## src/rtl/atx_pkg.sv

```systemverilog
`timescale 1ns/1ps
package atx_pkg;
  typedef enum logic [2:0] {
    SQ_IDLE,
    SQ_DESC,
    SQ_DATA,
    SQ_XFER,
    SQ_DONE
  } atx_state_e;

  typedef enum logic [2:0] {
    TXS_OK        = 3'd0,
    TXS_DESC_ERR  = 3'd1,
    TXS_DATA_ERR  = 3'd2,
    TXS_RETRY_EXH = 3'd3,
    TXS_LINK_ERR  = 3'd4,
    TXS_LEN_ERR   = 3'd5
  } atx_status_e;
endpackage

```

## src/rtl/atx_pick.sv

```systemverilog
`timescale 1ns/1ps
// Fixed-priority context selector: lowest pending index wins.
module atx_pick #(
  parameter int NCTX = 2,
  parameter int AW   = 16,
  parameter int CW   = 1
) (
  input  logic [NCTX-1:0]    pend,
  input  logic [NCTX*AW-1:0] bases,
  output logic               any,
  output logic [CW-1:0]      idx,
  output logic [AW-1:0]      base
);
  logic [AW-1:0] base_arr [NCTX];

  for (genvar g = 0; g < NCTX; g++) begin : g_base
    assign base_arr[g] = bases[g*AW +: AW];
  end

  always_comb begin
    any  = |pend;
    idx  = '0;
    base = base_arr[0];
    for (int i = NCTX - 1; i >= 0; i--) begin
      if (pend[i]) begin
        idx  = CW'(i);
        base = base_arr[i];
      end
    end
  end
endmodule

```

## src/rtl/atx_retry.sv

```systemverilog
`timescale 1ns/1ps
// Retry counter, cleared between packets.
module atx_retry #(
  parameter int RW = 4
) (
  input  logic          clk,
  input  logic          rst,
  input  logic          clr,
  input  logic          inc,
  input  logic [RW-1:0] limit,
  output logic          exhausted
);
  logic [RW-1:0] cnt_q;

  always_ff @(posedge clk) begin
    if (rst || clr) cnt_q <= '0;
    else if (inc)   cnt_q <= cnt_q + 1'b1;
  end

  assign exhausted = (cnt_q == limit);
endmodule

```

## src/rtl/atx_fifo.sv

```systemverilog
`timescale 1ns/1ps
// Packet FIFO with synchronous read, rewind of the read side, and flush.
module atx_fifo #(
  parameter int DW    = 32,
  parameter int DEPTH = 8
) (
  input  logic          clk,
  input  logic          rst,
  input  logic          flush,
  input  logic          rewind,
  input  logic          wr_en,
  input  logic [DW-1:0] wr_data,
  input  logic          rd_en,
  output logic [DW-1:0] rd_data
);
  localparam int PW = (DEPTH > 1) ? $clog2(DEPTH) : 1;

  logic [DW-1:0] store [DEPTH];
  logic [PW-1:0] wr_ptr;
  logic [PW-1:0] rd_ptr;

  always_ff @(posedge clk) begin
    if (wr_en) store[wr_ptr] <= wr_data;
  end

  always_ff @(posedge clk) begin
    if (rst) begin
      wr_ptr  <= '0;
      rd_ptr  <= '0;
      rd_data <= '0;
    end else if (flush) begin
      wr_ptr <= '0;
      rd_ptr <= '0;
    end else begin
      if (wr_en) wr_ptr <= wr_ptr + 1'b1;
      if (rewind) begin
        rd_ptr <= '0;
      end else if (rd_en) begin
        rd_ptr  <= rd_ptr + 1'b1;
        rd_data <= store[rd_ptr];
      end
    end
  end
endmodule

```

## src/rtl/async_tx_seq.sv

```systemverilog
`timescale 1ns/1ps
module async_tx_seq
  import atx_pkg::*;
#(
  parameter int AW    = 16,
  parameter int DW    = 32,
  parameter int DEPTH = 8,
  parameter int NCTX  = 2,
  parameter int RW    = 4,
  parameter int LW    = 16,
  localparam int CW   = (NCTX > 1) ? $clog2(NCTX) : 1
) (
  input  logic             clk,
  input  logic             rst,
  input  logic [NCTX-1:0]  ctx_pend,
  input  logic [NCTX*AW-1:0] ctx_base,
  input  logic [RW-1:0]    retry_limit,
  output logic             mem_req,
  output logic [AW-1:0]    mem_addr,
  input  logic             mem_rsp_valid,
  input  logic [DW-1:0]    mem_rsp_data,
  input  logic             mem_rsp_err,
  output logic             lnk_req,
  input  logic             lnk_pop,
  output logic [DW-1:0]    lnk_data,
  input  logic             lnk_ok,
  input  logic             lnk_busy,
  input  logic             lnk_err,
  output logic             done,
  output logic [CW-1:0]    done_ctx,
  output logic [2:0]       done_status
);
  atx_state_e    state;
  logic [CW-1:0] ctx_q;
  logic          idx_q;
  logic [LW-1:0] len_q;
  logic [LW-1:0] left_q;

  logic          pick_any;
  logic [CW-1:0] pick_idx;
  logic [AW-1:0] pick_base;
  logic          exh;
  logic          rsp_take, rsp_good;
  logic          fin;
  atx_status_e   fin_code;
  logic          replay;
  logic          fifo_wr, fifo_rd;

  atx_pick #(.NCTX(NCTX), .AW(AW), .CW(CW)) u_pick (
    .pend (ctx_pend),
    .bases(ctx_base),
    .any  (pick_any),
    .idx  (pick_idx),
    .base (pick_base)
  );

  atx_retry #(.RW(RW)) u_retry (
    .clk      (clk),
    .rst      (rst),
    .clr      (state == SQ_IDLE),
    .inc      (replay),
    .limit    (retry_limit),
    .exhausted(exh)
  );

  atx_fifo #(.DW(DW), .DEPTH(DEPTH)) u_fifo (
    .clk    (clk),
    .rst    (rst),
    .flush  (fin),
    .rewind (replay),
    .wr_en  (fifo_wr),
    .wr_data(mem_rsp_data),
    .rd_en  (fifo_rd),
    .rd_data(lnk_data)
  );

  assign rsp_take = mem_req && mem_rsp_valid;
  assign rsp_good = rsp_take && !mem_rsp_err;
  assign fifo_wr  = (state == SQ_DATA) && rsp_good;
  assign fifo_rd  = (state == SQ_XFER) && lnk_req && lnk_pop;
  assign replay   = (state == SQ_XFER) && lnk_busy && !lnk_err && !exh;

  // Decide whether this cycle ends the sequence, and with which code.
  always_comb begin
    fin      = 1'b0;
    fin_code = TXS_OK;
    unique case (state)
      SQ_DESC: begin
        if (rsp_take && mem_rsp_err) begin
          fin      = 1'b1;
          fin_code = TXS_DESC_ERR;
        end else if (rsp_take && idx_q && (len_q > LW'(DEPTH))) begin
          fin      = 1'b1;
          fin_code = TXS_LEN_ERR;
        end
      end
      SQ_DATA: begin
        if (rsp_take && mem_rsp_err) begin
          fin      = 1'b1;
          fin_code = TXS_DATA_ERR;
        end
      end
      SQ_XFER: begin
        if (lnk_err) begin
          fin      = 1'b1;
          fin_code = TXS_LINK_ERR;
        end else if (lnk_busy) begin
          fin      = exh;
          fin_code = TXS_RETRY_EXH;
        end else if (lnk_ok) begin
          fin      = 1'b1;
          fin_code = TXS_OK;
        end
      end
      default: ;
    endcase
  end

  always_ff @(posedge clk) begin
    if (rst) begin
      state       <= SQ_IDLE;
      ctx_q       <= '0;
      idx_q       <= 1'b0;
      len_q       <= '0;
      left_q      <= '0;
      mem_req     <= 1'b0;
      mem_addr    <= '0;
      lnk_req     <= 1'b0;
      done        <= 1'b0;
      done_ctx    <= '0;
      done_status <= TXS_OK;
    end else begin
      unique case (state)
        SQ_IDLE: begin
          if (pick_any) begin
            ctx_q    <= pick_idx;
            mem_addr <= pick_base;
            mem_req  <= 1'b1;
            idx_q    <= 1'b0;
            state    <= SQ_DESC;
          end
        end
        SQ_DESC: begin
          if (rsp_good) begin
            if (!idx_q) begin
              len_q    <= mem_rsp_data[LW-1:0];
              idx_q    <= 1'b1;
              mem_addr <= mem_addr + 1'b1;
            end else if (len_q == '0) begin
              mem_req <= 1'b0;
              lnk_req <= 1'b1;
              state   <= SQ_XFER;
            end else begin
              mem_addr <= mem_rsp_data[AW-1:0];
              left_q   <= len_q;
              state    <= SQ_DATA;
            end
          end
        end
        SQ_DATA: begin
          if (rsp_good) begin
            mem_addr <= mem_addr + 1'b1;
            left_q   <= left_q - 1'b1;
            if (left_q == LW'(1)) begin
              mem_req <= 1'b0;
              lnk_req <= 1'b1;
              state   <= SQ_XFER;
            end
          end
        end
        SQ_XFER: ;
        SQ_DONE: begin
          done  <= 1'b0;
          state <= SQ_IDLE;
        end
        default: state <= SQ_IDLE;
      endcase

      if (fin) begin
        state       <= SQ_DONE;
        mem_req     <= 1'b0;
        lnk_req     <= 1'b0;
        done        <= 1'b1;
        done_ctx    <= ctx_q;
        done_status <= fin_code;
      end
    end
  end
endmodule

```

## config.mk

```make
export PLATFORM = sky130hd
export DESIGN_NAME = async_tx_seq
export DESIGN_NICKNAME = d
export VERILOG_FILES = /design/src/rtl/atx_pkg.sv /design/src/rtl/atx_pick.sv /design/src/rtl/atx_retry.sv /design/src/rtl/atx_fifo.sv /design/src/rtl/async_tx_seq.sv
export SDC_FILE = /design/constraint.sdc
export NUM_CORES = 1
export LEC_CHECK = 0
export ABC_AREA = 1
export CAP_MARGIN = 20
export CORE_MARGIN = 5
export CORE_UTILIZATION = 45
export DETAILED_ROUTE_END_ITERATION = 8
export GPL_TIMING_DRIVEN = 1
export SYNTH_ARGS = -nofsm -noshare
export SYNTH_HDL_FRONTEND = slang
export SYNTH_SLANG_ARGS = --single-unit
```

## constraint.sdc

```tcl
create_clock -name clk -period 12.8 [get_ports clk]
set_clock_uncertainty 0.1 [all_clocks]
set_input_delay 1.92 -clock clk [delete_from_list [all_inputs] [get_ports clk]]
set_output_delay 1.92 -clock clk [all_outputs]
set_load 0.02 [all_outputs]
```

==> flow_metrics.tcl <==
set metrics [dict create \
    run_status "completed" \
    grt_pass1_wl_mm 64.4 \
    crit_required_ns 13.16 \
    fin_crit_ns 4.27 \
    number_of_nets_in_the_finished_design 1943 \
    critPathArrivalTime_ns 4.64 \
    syn_area_um2 15900 \
    crit_fanout 34 \
    grt.total_usage_pct 20.7 \
    final.hold.worst_slack_ns 0.373 \
    grt_start_max_net_pins 94 \
    timing.max_slew.rel_slack_pct 28.4 \
    num_vias 12073 \
    routedWlPerCell_um 17.6 \
    post_cts_resized 0 \
    max_cap_viol_count 0 \
    power_per_cell_area_nw_per_um2 154 \
    synth_warnings 0 \
    buffer_ports.inserted 132 \
    ctsHtreeMaxLevel 2 \
    cts_max_path_buffers 3 \
    antenna_found_initial 0 \
    post-dp-hpwl_mm 24.7 \
    setup.worst_path.end_class "register" \
    setup_repair_after_global_routing_missed_its_margin "false" \
    startpoint_class_of_the_critical_path "primary input" \
    clock_sink_count 358 \
    cts_tree "built" \
    timing.final.setup_violations 0 \
    cts.clk_slew.worst_paths_ns 0.06 \
    fin_tns_setup_ns 0 \
    synthesis.area_per_instance_um2 9.04 \
    yosys_most_used_dff "edfxtp_1" \
    synthDominantCellAreaShare_pct 48.5 \
    multi_input_area_um2 5150 \
    final-seq-area_um2 9730 \
    synth_most_common_cell "nand2_1" \
    fmax_mhz 234 \
    fp_rows 68 \
    synthTopCellsByArea "edfxtp_1 (48%), dfxtp_1 (13%), nand2_1 (12%)" \
    die_h_um 198 \
    floorplan.die.width_um 198 \
    coreArea_um2 34600 \
    synth-edff-count 256 \
    final_max_slew_viol_count 0 \
    post-synth-top-area-cell "edfxtp_1" \
    cts_hold_buffers 0 \
    globalRouteOverflowTotal 0 \
    vias_in_the_first_global_route 11579 \
    asyncSetResetFlopFracSynth_pct 0 \
    router_iterations_before_antenna_repair 5 \
    antenna_cells 0 \
    ir_worst_vdd_mv 0.104 \
    postSynthNetCount 1838 \
    crit-reg2reg-launch "state[2]$_SDFFE_PP0P_" \
    die_area_um2 39100 \
    initial_drc_count 871 \
    static-leakage-power_nw 7.35 \
    drt_drc_violations_left 0 \
    gpl.final_weighted_congestion 0.882 \
    detail-route-antenna-nets 0 \
    postRouteWirelength_mm 41.3 \
    io-pin-count 133 \
    ys_types 39 \
    area_growth_pct 18.6 \
    worst_hold_startpoint "len_q[14]$_SDFFE_PP0P_" \
    post_route_cells_drive_above_1_share_pct 5.61 \
    initial_utilization_pct 45.8 \
    insertion_delay_ns 0.52 \
    synth-seq-area-share_pct 61.3 \
    hold_class "reg2reg" \
    post_synthesis_cell_count 1754 \
    worst-setup-path-type "in2reg" \
    final.period_utilization_pct 33.4 \
    clockRootBuffer "clkbuf_16" \
    tightest_slew_ns 1.07 \
    finalHoldViolCount 0 \
    numCtsBuffers 40 \
    cts_post_setup_buffers_inserted 0 \
    filler_cells 3145 \
    yosys-top-cells-count "nand2_1 (496), edfxtp_1 (256), nand3_1 (229), inv_1 (173), nor2_1 (156)" \
    timing.critical_path.from "mem_rsp_valid" \
    ys_ff_latch 358 \
    routed_via_density 5.15 \
]
-- worst max-delay path, cell delays in order --
cell and delay, ns:
clkdlybuf4s50_1 0.42, nand3_1 0.13, nor2_1 0.07, a21oi_1 0.18, nand2_1 0.09, inv_2 0.54
nand3_2 0.83, nand2_1 0.25, inv_1 0.07, nor2_1 0.10
-- per-layer routing --
metal / track usage (%) / routed length (µm) / vias to the layer above
met5: 0 / 0 / -
met4: 5.08 / 711 / 0
met3: 3.34 / 2190 / 58
met2: 34.6 / 19600 / 302
met1: 28.4 / 18800 / 5681
li1: - / - / 6032
-- flip-flops by register name (all words and copies together) (netlist names) --
name / flops
u_fifo.rd_ptr: 3
done: 1
state: 3
idx_q: 1
u_fifo.rd_data: 32
u_retry.cnt_q: 4
done_status: 3
done_ctx: 1
u_fifo.store: 256
ctx_q: 1
left_q: 16
mem_req: 1
mem_addr: 16
len_q: 16
u_fifo.wr_ptr: 3
lnk_req: 1
-- placed cells by master (no fill, tap or decap), types with 8 or more instances in the layout --
| master | synthesis | final |
|---|---|---|
| nand2_1 | 496 | 496 |
| edfxtp_1 | 256 | 256 |
| nand3_1 | 229 | 229 |
| inv_1 | 173 | 170 |
| nor2_1 | 156 | 154 |
| clkdlybuf4s50_1 | 0 | 132 |
| dfxtp_1 | 102 | 100 |
| o21ai_0 | 73 | 73 |
| a21oi_1 | 64 | 64 |
| clkbuf_16 | 0 | 40 |
| nand4_1 | 39 | 39 |
| buf_4 | 2 | 16 |
| clkbuf_1 | 53 | 13 |
| xor2_1 | 11 | 11 |
| nor3_1 | 16 | 10 |
| clkinv_2 | 0 | 8 |
| clkinv_1 | 0 | 8 |
-- path summary, 6_finish.rpt --
check | slack [ns] | depth (start not counted) | endpoint
max | 8.53 | 10 | u_fifo.rd_data[5]$_SDFFE_PP0P_
min | 0.37 | 2 | len_q[14]$_SDFFE_PP0P_
max reg2reg | 9.56 | 10 | u_fifo.rd_data[5]$_SDFFE_PP0P_
min reg2reg | 0.37 | 2 | len_q[14]$_SDFFE_PP0P_
-- cell type report --
cell class / instances / share of cell area (%)
Clock inverter: 19 / 0.798
Tap cell: 455 / 3.03
Inverter: 179 / 3.59
Sequential cell: 358 / 51.8
Clock buffer: 54 / 5.65
Multi-Input combinational cell: 1131 / 27.4
Timing Repair Buffer: 149 / 7.81
-- through the flow --
stage / worst slack [ns] / std cells / area (µm²) / utilization, % / power (mW)
global route: 8.25 / 2345 / 18800 / 54.3 / 3.02
CTS: 8.51 / 2344 / 18800 / 54.2 / 2.92
detailed placement: 7.97 / 2271 / 17600 / 50.7 / 1.84
finish: 8.53 / 2345 / 18800 / 54.3 / 2.89
floorplan: 7.29 / 1754 / 15900 / - / 1.66
global placement: 8.05 / 2271 / 17600 / 50.7 / 1.84
-- where the power goes --
part / switching, mW / internal (mW) / total, mW
Combinational: 0.331 / 0.173 / 0.503
Sequential: 0.0409 / 1.28 / 1.32
Clock: 0.443 / 0.624 / 1.07
-- cells by family (layout without fill, tap and decap cells) --
kind of cell / count (synthesis) / after routing / synth area share (%)
buffers and inverters: 265 / 401 / 6.52
multiplexers: 1 / 1 / 0.0710
AND/OR/NAND/NOR: 954 / 954 / 25.6
adder cells (fa/ha/maj): 6 / 6 / 0.473
AO/OA/AOI/OAI: 156 / 156 / 5.20
flip-flops: 358 / 358 / 61.3
XOR/XNOR: 14 / 14 / 0.773
Note: power is estimated with default switching activity, not from simulation.
